--- src/rtl/pll_cfg_pkg.sv ---
package pll_cfg_pkg;
  localparam int CFG_WORD_W = 24;
  localparam int CFG_ADDR_W = 3;
  localparam int CP_W  = 2;
  localparam int MUX_W = 3;
  localparam int PWR_W = 4;
  localparam int NUM_FIELDS = 4;
  localparam int F_CP  = 0;
  localparam int F_EXT = 1;
  localparam int F_MUX = 2;
  localparam int F_PWR = 3;

  // register number that owns each field
  function automatic int fld_reg(input int i);
    case (i)
      F_PWR:   return 6;
      default: return 4;
    endcase
  endfunction

  // bit position of each field inside the 24-bit word
  function automatic int fld_lsb(input int i);
    case (i)
      F_CP:    return 10;
      F_EXT:   return 18;
      F_MUX:   return 21;
      default: return 17;
    endcase
  endfunction

  function automatic int fld_w(input int i);
    case (i)
      F_CP:    return CP_W;
      F_EXT:   return 1;
      F_MUX:   return MUX_W;
      default: return PWR_W;
    endcase
  endfunction

  // reset value: 500 uA step, PLL powered
  function automatic int fld_rst(input int i);
    case (i)
      F_CP:    return 1;
      F_PWR:   return 8;
      default: return 0;
    endcase
  endfunction

  // offset of each field inside the packed field bus
  function automatic int fld_ofs(input int i);
    int s;
    s = 0;
    for (int j = 0; j < i; j++) s += fld_w(j);
    return s;
  endfunction

  localparam int FLD_BUS_W = fld_ofs(NUM_FIELDS);
endpackage

--- src/rtl/pll_cfg_pin_sync.sv ---
module pll_cfg_pin_sync #(
  parameter int W      = 3,
  parameter int STAGES = 2
) (
  input  logic         clk,
  input  logic         rst_n,
  input  logic [W-1:0] pin_i,
  output logic [W-1:0] lvl_o
);
  logic [W-1:0] stg [STAGES];

  always_ff @(posedge clk or negedge rst_n) begin
    if (!rst_n) begin
      for (int s = 0; s < STAGES; s++) stg[s] <= '0;
    end else begin
      stg[0] <= pin_i;
      for (int s = 1; s < STAGES; s++) stg[s] <= stg[s-1];
    end
  end

  assign lvl_o = stg[STAGES-1];
endmodule

--- src/rtl/pll_cfg_rise.sv ---
module pll_cfg_rise #(
  parameter int W = 2
) (
  input  logic         clk,
  input  logic         rst_n,
  input  logic [W-1:0] lvl_i,
  output logic [W-1:0] rise_o
);
  logic [W-1:0] prev_q;

  always_ff @(posedge clk or negedge rst_n) begin
    if (!rst_n) prev_q <= '0;
    else        prev_q <= lvl_i;
  end

  assign rise_o = lvl_i & ~prev_q;
endmodule

--- src/rtl/pll_cfg_shifter.sv ---
module pll_cfg_shifter
  import pll_cfg_pkg::*;
#(
  parameter int WORD_W = CFG_WORD_W,
  parameter int ADDR_W = CFG_ADDR_W
) (
  input  logic                 clk,
  input  logic                 rst_n,
  input  logic                 shift_i,
  input  logic                 bit_i,
  output logic [ADDR_W-1:0]    addr_o,
  output logic [FLD_BUS_W-1:0] raw_o
);
  logic [WORD_W-1:0] word_q;

  // MSB first: newest bit enters at bit 0, oldest falls off the top
  always_ff @(posedge clk or negedge rst_n) begin
    if (!rst_n)       word_q <= '0;
    else if (shift_i) word_q <= {word_q[WORD_W-2:0], bit_i};
  end

  assign addr_o = word_q[ADDR_W-1:0];

  for (genvar f = 0; f < NUM_FIELDS; f++) begin : g_view
    localparam int LSB = fld_lsb(f);
    localparam int FW  = fld_w(f);
    localparam int OFS = fld_ofs(f);
    assign raw_o[OFS +: FW] = word_q[LSB +: FW];
  end
endmodule

--- src/rtl/pll_cfg_field_reg.sv ---
module pll_cfg_field_reg #(
  parameter int ADDR_W = 3,
  parameter int SEL    = 4,
  parameter int W      = 2,
  parameter int RST    = 0
) (
  input  logic              clk,
  input  logic              rst_n,
  input  logic              commit_i,
  input  logic [ADDR_W-1:0] addr_i,
  input  logic [W-1:0]      fld_i,
  output logic [W-1:0]      q_o
);
  logic hit;
  assign hit = commit_i && (addr_i == ADDR_W'(SEL));

  always_ff @(posedge clk or negedge rst_n) begin
    if (!rst_n)   q_o <= W'(RST);
    else if (hit) q_o <= fld_i;
  end
endmodule

--- src/rtl/pll_cfg_decode.sv ---
module pll_cfg_decode
  import pll_cfg_pkg::*;
(
  input  logic [FLD_BUS_W-1:0] bus_i,
  output logic [CP_W-1:0]      cp_code_o,
  output logic                 ext_ref_o,
  output logic [MUX_W-1:0]     mux_sel_o,
  output logic                 pll_en_o
);
  localparam int O_CP  = fld_ofs(F_CP);
  localparam int O_EXT = fld_ofs(F_EXT);
  localparam int O_MUX = fld_ofs(F_MUX);
  localparam int O_PWR = fld_ofs(F_PWR);

  assign cp_code_o = bus_i[O_CP +: CP_W];
  assign ext_ref_o = bus_i[O_EXT];
  assign mux_sel_o = bus_i[O_MUX +: MUX_W];
  // any nonzero power field keeps the internal loop running
  assign pll_en_o  = |bus_i[O_PWR +: PWR_W];
endmodule

--- src/rtl/pll_cfg_serial_if.sv ---
module pll_cfg_serial_if
  import pll_cfg_pkg::*;
#(
  parameter int SYNC_STAGES = 2,
  parameter int WORD_W      = CFG_WORD_W,
  parameter int ADDR_W      = CFG_ADDR_W
) (
  input  logic             clk,
  input  logic             rst_n,
  input  logic             ser_dat,
  input  logic             ser_clk,
  input  logic             ser_le,
  output logic [CP_W-1:0]  cp_cur_code,
  output logic             cp_ext_ref,
  output logic [MUX_W-1:0] mux_sel,
  output logic             pll_en
);
  localparam int NPINS = 3;

  logic [NPINS-1:0]     pin_lvl;
  logic [1:0]           edge_rise;
  logic                 shift_en;
  logic                 commit;
  logic [ADDR_W-1:0]    cur_addr;
  logic [FLD_BUS_W-1:0] raw_fld;
  logic [FLD_BUS_W-1:0] fld_bus;

  pll_cfg_pin_sync #(.W(NPINS), .STAGES(SYNC_STAGES)) u_sync (
    .clk   (clk),
    .rst_n (rst_n),
    .pin_i ({ser_le, ser_clk, ser_dat}),
    .lvl_o (pin_lvl)
  );

  pll_cfg_rise #(.W(2)) u_rise (
    .clk    (clk),
    .rst_n  (rst_n),
    .lvl_i  (pin_lvl[2:1]),
    .rise_o (edge_rise)
  );

  assign shift_en = edge_rise[0] & ~pin_lvl[2];
  assign commit   = edge_rise[1];

  pll_cfg_shifter #(.WORD_W(WORD_W), .ADDR_W(ADDR_W)) u_shift (
    .clk     (clk),
    .rst_n   (rst_n),
    .shift_i (shift_en),
    .bit_i   (pin_lvl[0]),
    .addr_o  (cur_addr),
    .raw_o   (raw_fld)
  );

  for (genvar f = 0; f < NUM_FIELDS; f++) begin : g_fld
    localparam int FW  = fld_w(f);
    localparam int OFS = fld_ofs(f);
    pll_cfg_field_reg #(
      .ADDR_W (ADDR_W),
      .SEL    (fld_reg(f)),
      .W      (FW),
      .RST    (fld_rst(f))
    ) u_fld (
      .clk      (clk),
      .rst_n    (rst_n),
      .commit_i (commit),
      .addr_i   (cur_addr),
      .fld_i    (raw_fld[OFS +: FW]),
      .q_o      (fld_bus[OFS +: FW])
    );
  end

  pll_cfg_decode u_dec (
    .bus_i     (fld_bus),
    .cp_code_o (cp_cur_code),
    .ext_ref_o (cp_ext_ref),
    .mux_sel_o (mux_sel),
    .pll_en_o  (pll_en)
  );
endmodule

--- config.mk ---
export PLATFORM = sky130hd
export DESIGN_NAME = pll_cfg_serial_if
export DESIGN_NICKNAME = d
export VERILOG_FILES = /design/src/rtl/pll_cfg_pkg.sv /design/src/rtl/pll_cfg_pin_sync.sv /design/src/rtl/pll_cfg_rise.sv /design/src/rtl/pll_cfg_shifter.sv /design/src/rtl/pll_cfg_field_reg.sv /design/src/rtl/pll_cfg_decode.sv /design/src/rtl/pll_cfg_serial_if.sv
export SDC_FILE = /design/constraint.sdc
export NUM_CORES = 1
export LEC_CHECK = 0
export BUFFER_PORTS_ARGS = -buffer_cell sky130_fd_sc_hd__buf_2
export CAP_MARGIN = 25
export CORE_MARGIN = 2
export CORE_UTILIZATION = 35
export DETAILED_ROUTE_END_ITERATION = 12
export PLACE_DENSITY_LB_ADDON = 0.2
export REMOVE_ABC_BUFFERS = 1
export SYNTH_ARGS = -nofsm -noshare
export SYNTH_HDL_FRONTEND = slang
export SYNTH_SLANG_ARGS = --single-unit
export TNS_END_PERCENT = 30
--- constraint.sdc ---
create_clock -name clk -period 1.45 [get_ports clk]
set_clock_uncertainty 0.2 [all_clocks]
set_input_delay 0.145 -clock clk [delete_from_list [all_inputs] [get_ports clk]]
set_output_delay 0.145 -clock clk [all_outputs]
set_load 0.005 [all_outputs]
==> out/metrics.cfg, run 1 <==
[worst_hold_path]
hp-class = primary input to async pin

[run_status]
violations = setup timing
status = finished, violations left

[floorplan]
die_h_um = 70.55
fp.dieW_um = 70.55
fp.dieArea_um2 = 4977
rows = 24
coreArea_um2 = 4324
start_util_pct = 35.85
ios = 12

[global_route]
grt_pass1_wl_um = 3712
grt.total_usage_pct = 9.752
grt_max_degree = 26
grt_antenna_before_repair = 0
grt_pass1_vias = 798
overflow = 0

[cts]
clockBufferDepth = 2
cts.clk_slew.worst_paths_ns = 0.07
clock-sinks = 42
cts_made_buffers = 5
cts_setup_buffers = 0
cts_max_level = 2
clk_latency_ns = 0.29
clock-root-buffer = clkbuf_8
cts_tree = built

[routing]
routed_via_density = 4.599
vias = 745
drt_pass1_iterations = 2
first_iter_violations = 60
drt-total-wl_um = 2092
drc = 0
wl_per_cell_um = 12.91
ant_nets = 0

[pwr]
pwr-share-clk_pct = 32.9
p_sw_uw = 492.9
p_comb_share_pct = 8.7
cellInternalPower_mw = 1.786
cellLeakagePower_nw = 0.9087
peakVddDrop_v = 0.0004854
switching_share_pct = 21.63
seq_power_share_pct = 58.4
power_density_nw_per_um2 = 1242

[timing]
setup_ws_ns = -0.1824
timing.final.crit_share_pct = 112.6
worst_pin_slew_ns = 0.5115
rsz0062_at_grt = true
hold_violations = 0
max-slew-margin-rel_pct = 65.90
setup_viol = 33
fmax_ghz = 0.6126
finalCriticalPeriod_ns = 1.632
maxSlewViolCount = 0

[yosys]
synth-seq-area-share_pct = 67.96
postSynthCellCount = 91
synth_area_um2 = 1550
synthMuxAreaShare_pct = 23.97
synth_top_family_by_area = multiplexers
ys_warn_count = 0
synthSimpleGateAreaFrac_pct = 3.309
synth-compound-area-share_pct = 0.3228
synthXorXnorAreaFrac_pct = 0
syn_avg_cell_area_um2 = 17.04
synthAdderAreaFrac_pct = 0
synth_seq_cells = 42
yosysUniqueCellTypes = 14

[place]
io_buffer_count = 11
hpwl_um = 1319
placed_cells = 150
place.gp.congestion = 0.6988

[worst_setup_path]
crit_type = register to output pin
cp_max_fo = 2
arrival_ns = 1.29
cp.required_ns = 1.11
cp-start-kind = register
worst_setup_path_end_kind = output pin

[cells_and_area]
post-route-util_pct = 42.42
layout_common_cells = dfrtp_1 (40), mux2_2 (24), buf_2 (11)
synthToLayoutAreaGrowth_pct = 18.32
drive_gt1_share_pct = 54.55
final_common_cell = dfrtp_1
register_area_um2 = 1054
nets = 114
instances_no_fill = 162
diodes = 0
multi_input_area_um2 = 466.7
fill_cells = 407

[run]
maxCapViolations = 0

## metal layers
metal  track usage, %  share of wire [%]  up-vias
met3            3.846                4.3        6
li1                 -                  -      341
met4            5.031                2.3        0
met2            15.09                 47       14
met5                0                  0        -
met1            11.87                 46      384
## state kept, by name, indices dropped and copies added (netlist names)
| register | count |
|---|---|
| g_fld.u_fld.q_o | 10 |
| u_sync.lvl_o | 3 |
| u_sync.stg | 3 |
| u_shift.word_q | 24 |
| u_rise.prev_q | 2 |
## cells by family (layout without fill, tap and decap cells)
logic type	Yosys count	count (layout)
mux	33	33
buf+inv	9	28
flops	42	42
compound gates	1	1
simple gates	6	6
## synthesized netlist by cell type, drive strengths merged
master	n	share of area (%)
dfrtp	40	65
nor2	1	0.24
nand4bb	1	0.73
dfstp	2	3.4
nand2	1	0.24
buf	8	4.2
mux2	33	24
or2	1	0.40
inv	1	0.24
nor3b	1	1.2
or4	1	0.48
o21ai	1	0.32
## critical path: stages, from the launching register on
cell and delay, ns:
dfstp_2 0.37, or4_1 0.49, buf_2 0.14
## power by group through the flow
stage	combinational (mW)	clock, mW	sequential (mW)
2_1_floorplan	0.110	0	1.33
3_3_place_gp	0.170	0	1.35
3_5_place_dp	0.177	0	1.35
4_1_cts	0.185	0.795	1.33
5_1_grt	0.222	0.843	1.35
6_report	0.199	0.749	1.33
## per-stage QoR
stage	setup TNS, ns	total power [mW]	setup slack [ns]	area, um^2	hold slack (ns)
after floorplan	-9.903	1.444	-0.4030	1485	-0.3506
after global placement	-1.405	1.517	-0.05429	1660	-0.07281
after detailed placement	-1.909	1.528	-0.08504	1660	-0.05129
after CTS	-2.452	2.309	-0.1959	1799	0.1527
after global routing	-4.083	2.411	-0.2560	1834	0.1594
final	-2.380	2.279	-0.1824	1834	0.1498
## layout make-up
class | count | area share [%]
Sequential cell | 42 | 57.44
Clock inverter | 1 | 0.2729
Inverter | 1 | 0.2046
Clock buffer | 7 | 4.707
Multi-Input combinational cell | 40 | 25.44
Tap cell | 52 | 3.547
Timing Repair Buffer | 19 | 8.390
## final timing paths
check                                             startpoint                             end  slack, ns  depth (start not counted)
max                        g_fld[3].u_fld.q_o[3]$_DFFE_PN1P_                          pll_en      -0.18                          2
max reg2reg                        u_sync.lvl_o[2]$_DFF_PN0_  u_shift.word_q[15]$_DFFE_PN0P_      -0.09                          3
min in group clk                     u_sync.stg[3]$_DFF_PN0_       u_sync.lvl_o[0]$_DFF_PN0_       0.15                          0
max in group asynchronous                              rst_n   u_shift.word_q[5]$_DFFE_PN0P_       0.41                          3
min                                                    rst_n  g_fld[1].u_fld.q_o$_DFFE_PN0P_       0.15                          2
min reg2reg                          u_sync.stg[3]$_DFF_PN0_       u_sync.lvl_o[0]$_DFF_PN0_       0.15                          0
## timing repair
| item | CTS | global route |
|---|---|---|
| gates resized for setup | 2 | 10 |
| setup endpoints to repair | 33 | 34 |
| hold endpoints to repair | 23 | 0 |
| hold buffers | 4 | 0 |
| pin swaps | 1 | 2 |
No activity file was read; power rests on OpenSTA's default activity.
==> run 2: changes to the inputs <==
ABC_AREA = 1   (was default)
==> run 2 against run 1 <==
Net effect:
- largest cell class unchanged
- sequential power barely moved
- critical endpoint unchanged
- sequential share of layout area fell by 2.4 points
- fmax rose by 20%
- flip-flop and latch count did not move
- the flow now finishes without violations
==> out/metrics.cfg, run 2 <==
[cells_and_area]
reg.largest.list = u_shift.word_q (24), g_fld.u_fld.q_o (10)
fill_cells = 458  ; +13%
drive_gt1_share_pct = 19.02  ; -36 points
diodes = 0  ; unchanged
regMostFlops = u_shift.word_q
final_common_cell = nand2_1
register_area_um2 = 1054  ; unchanged
synthToLayoutAreaGrowth_pct = 13.26
layout_common_cells = nand2_1 (45), dfrtp_1 (40), inv_1 (29)
largest_reg_flops = 24  ; unchanged
multi_input_area_um2 = 441.7  ; -5.4%
nets = 188  ; +65%
post-route-util_pct = 40.77  ; -1.6 points

[timing]
worst_pin_slew_ns = 0.3994  ; -0.1121 ns
setup_viol = 0  ; -100%
fmax_ghz = 0.7321  ; +20%
finalCriticalPeriod_ns = 1.366  ; -0.2664 ns
hold_violations = 0  ; unchanged
timing.final.crit_share_pct = 94.20  ; -18 points
finalSetupTns_ns = 0  ; +2.380 ns
rsz0062_at_grt = false
max-slew-margin-rel_pct = 73.38  ; +7.5 points
maxSlewViolCount = 0  ; unchanged

[floorplan]
coreArea_um2 = 4692  ; +8.5%
start_util_pct = 36.00  ; +0.15 points
ios = 12  ; unchanged
die_h_um = 73.47  ; +4.1%
rows = 25  ; +4.2%
fp.dieArea_um2 = 5398  ; +8.4%
fp.dieW_um = 73.47  ; +4.1%

[global_route]
grt_antenna_before_repair = 0  ; unchanged
grt_pass1_wl_um = 4692  ; +26%
use_met1_pct = 14.81  ; +2.9 points
grt.total_usage_pct = 11.37  ; +1.6 points
grtUsageMet3_pct = 4.938  ; +1.1 points
met2_usage_pct = 17.06  ; +2.0 points
gr-max-usage-layer = met2
grt_pass1_vias = 1068  ; +34%
overflow = 0  ; unchanged
grt_max_degree = 49  ; +88%

[place]
io_buffer_count = 11  ; unchanged
place.gp.congestion = 0.7275  ; +4.1%
hpwl_um = 1681  ; +27%

[yosys]
synth_area_leaders = dfrtp_1 (59%), nand2_1 (10%), inv_1 (6.4%), o21ai_0 (5.9%), dfstp_2 (3.1%)
postSynthCellCount = 169  ; +86%
synth-seq-area-share_pct = 62.37  ; -5.6 points
yosys-top-cells-count = nand2_1 (45), dfrtp_1 (40), inv_1 (29)
dominantRegCellSynth = dfrtp_1
synth_seq_cells = 42  ; unchanged
yosysUniqueCellTypes = 15  ; +1
synth_edf_count = 0  ; unchanged
synth_area_um2 = 1689  ; +9.0%
synth_area_leader_cell = dfrtp_1
postSynth.asyncResetShare_pct = 100.0  ; unchanged
syn_avg_cell_area_um2 = 9.995  ; -41%
synth_top_area_share_pct = 59.26  ; -5.3 points
yosysMostFrequentCell = nand2_1
ys_warn_count = 0  ; unchanged

[pwr]
cellLeakagePower_nw = 0.9127  ; +0.43%
power_density_nw_per_um2 = 1166  ; -6.1%
peakVddDrop_v = 0.0004167  ; -14%
p_total_mw = 2.231  ; -2.1%

[routing]
drt-total-wl_um = 2513  ; +20%
drc = 0  ; unchanged
ant_nets = 0  ; unchanged
first_iter_violations = 43  ; -28%
drt_pass1_iterations = 4  ; +2
routed_via_density = 4.387  ; -4.6%
wl_per_cell_um = 10.56  ; -18%
vias = 1044  ; +40%

[cts]
clock-sinks = 42  ; unchanged
cts.clk_slew.worst_paths_ns = 0.08  ; about the same
cts_made_buffers = 5  ; unchanged
cts_max_level = 2  ; unchanged
clk_latency_ns = 0.29  ; about the same
cts_setup_buffers = 0  ; unchanged
clock-root-buffer = clkbuf_8
cts_tree = built
clockBufferDepth = 2  ; unchanged

[worst_setup_path]
cp-start-kind = register
cp.required_ns = 1.11  ; about the same
arrival_ns = 1.02  ; -0.27 ns
crit_type = register to output pin
cp_max_fo = 2  ; unchanged
worst_setup_path_end_kind = output pin

[run]
maxCapViolations = 0  ; unchanged

[run_status]
status = complete, no violations

[worst_hold_path]
hp-class = primary input to async pin

## run 2: where the power goes
part           switching, mW  leakage (nW)  internal [mW]
Clock                  0.389        0.0472          0.383
Combinational         0.0984         0.310         0.0642
Sequential            0.0590         0.555           1.24
## run 2: stage by stage
| step | cell area (um^2) | worst slack (ns) | hold slack, ns | cells |
|---|---|---|---|---|
| after detailed placement | 1773 | 0.1425 | -0.09918 | 226 |
| after floorplan | 1603 | 0.1610 | -0.3506 | 158 |
| after global routing | 1913 | 0.02168 | 0.1461 | 238 |
| after CTS | 1908 | 0.05288 | 0.1333 | 238 |
| after global placement | 1773 | 0.1481 | -0.1090 | 226 |
| final | 1913 | 0.08407 | 0.1141 | 238 |
## run 2: logic make-up (layout without fill, tap and decap cells)
| logic type | after synthesis | in the layout | synth area share [%] |
|---|---|---|---|
| AND/OR/NAND/NOR | 58 | 58 | 16.07 |
| flip-flops | 42 | 42 | 62.37 |
| buffers and inverters | 41 | 56 | 11.78 |
| AO/OA/AOI/OAI | 28 | 28 | 9.778 |
## run 2: worst max-delay path: stages, from the launching register on
cell and delay [ns]:
dfstp_2 0.52, inv_1 0.04, nand4_1 0.06, buf_2 0.12
## run 2: worst paths after layout
kind | to | cells past startpoint | slack, ns | from
setup / recovery | pll_en | 3 | 0.08 | g_fld[3].u_fld.q_o[3]$_DFFE_PN1P_
hold / removal | g_fld[2].u_fld.q_o[2]$_DFFE_PN0P_ | 2 | 0.11 | rst_n
setup reg to reg | g_fld[3].u_fld.q_o[2]$_DFFE_PN0P_ | 4 | 0.14 | u_shift.word_q[2]$_DFFE_PN0P_
hold reg to reg | u_sync.lvl_o[0]$_DFF_PN0_ | 0 | 0.15 | u_sync.stg[3]$_DFF_PN0_
max in group asynchronous | u_shift.word_q[20]$_DFFE_PN0P_ | 3 | 0.47 | rst_n
min in group clk | u_sync.lvl_o[0]$_DFF_PN0_ | 0 | 0.15 | u_sync.stg[3]$_DFF_PN0_
## run 2: final cells by class
| class | count | share of cell area [%] |
|---|---|---|
| clock buffers | 6 | 4.317 |
| clock inverters | 2 | 0.6540 |
| inverters | 30 | 5.886 |
| multi-input cells | 86 | 23.09 |
| flip-flops and latches | 42 | 55.07 |
| well taps | 54 | 3.532 |
| repair buffers | 18 | 7.456 |
## run 2: per-layer routing
| metal | part of all wire [%] | vias to the layer above |
|---|---|---|
| li1 | - | 544 |
| met1 | 51 | 483 |
| met2 | 44 | 15 |
| met3 | 3.8 | 2 |
| met4 | 0.68 | 0 |
| met5 | 0 | - |
## run 2: timing repair
action	4_1_cts	5_1_grt
resized for setup	0	1
endpoints found under the hold margin	45	0
hold buffers	4	0
endpoints found under the setup margin	0	3
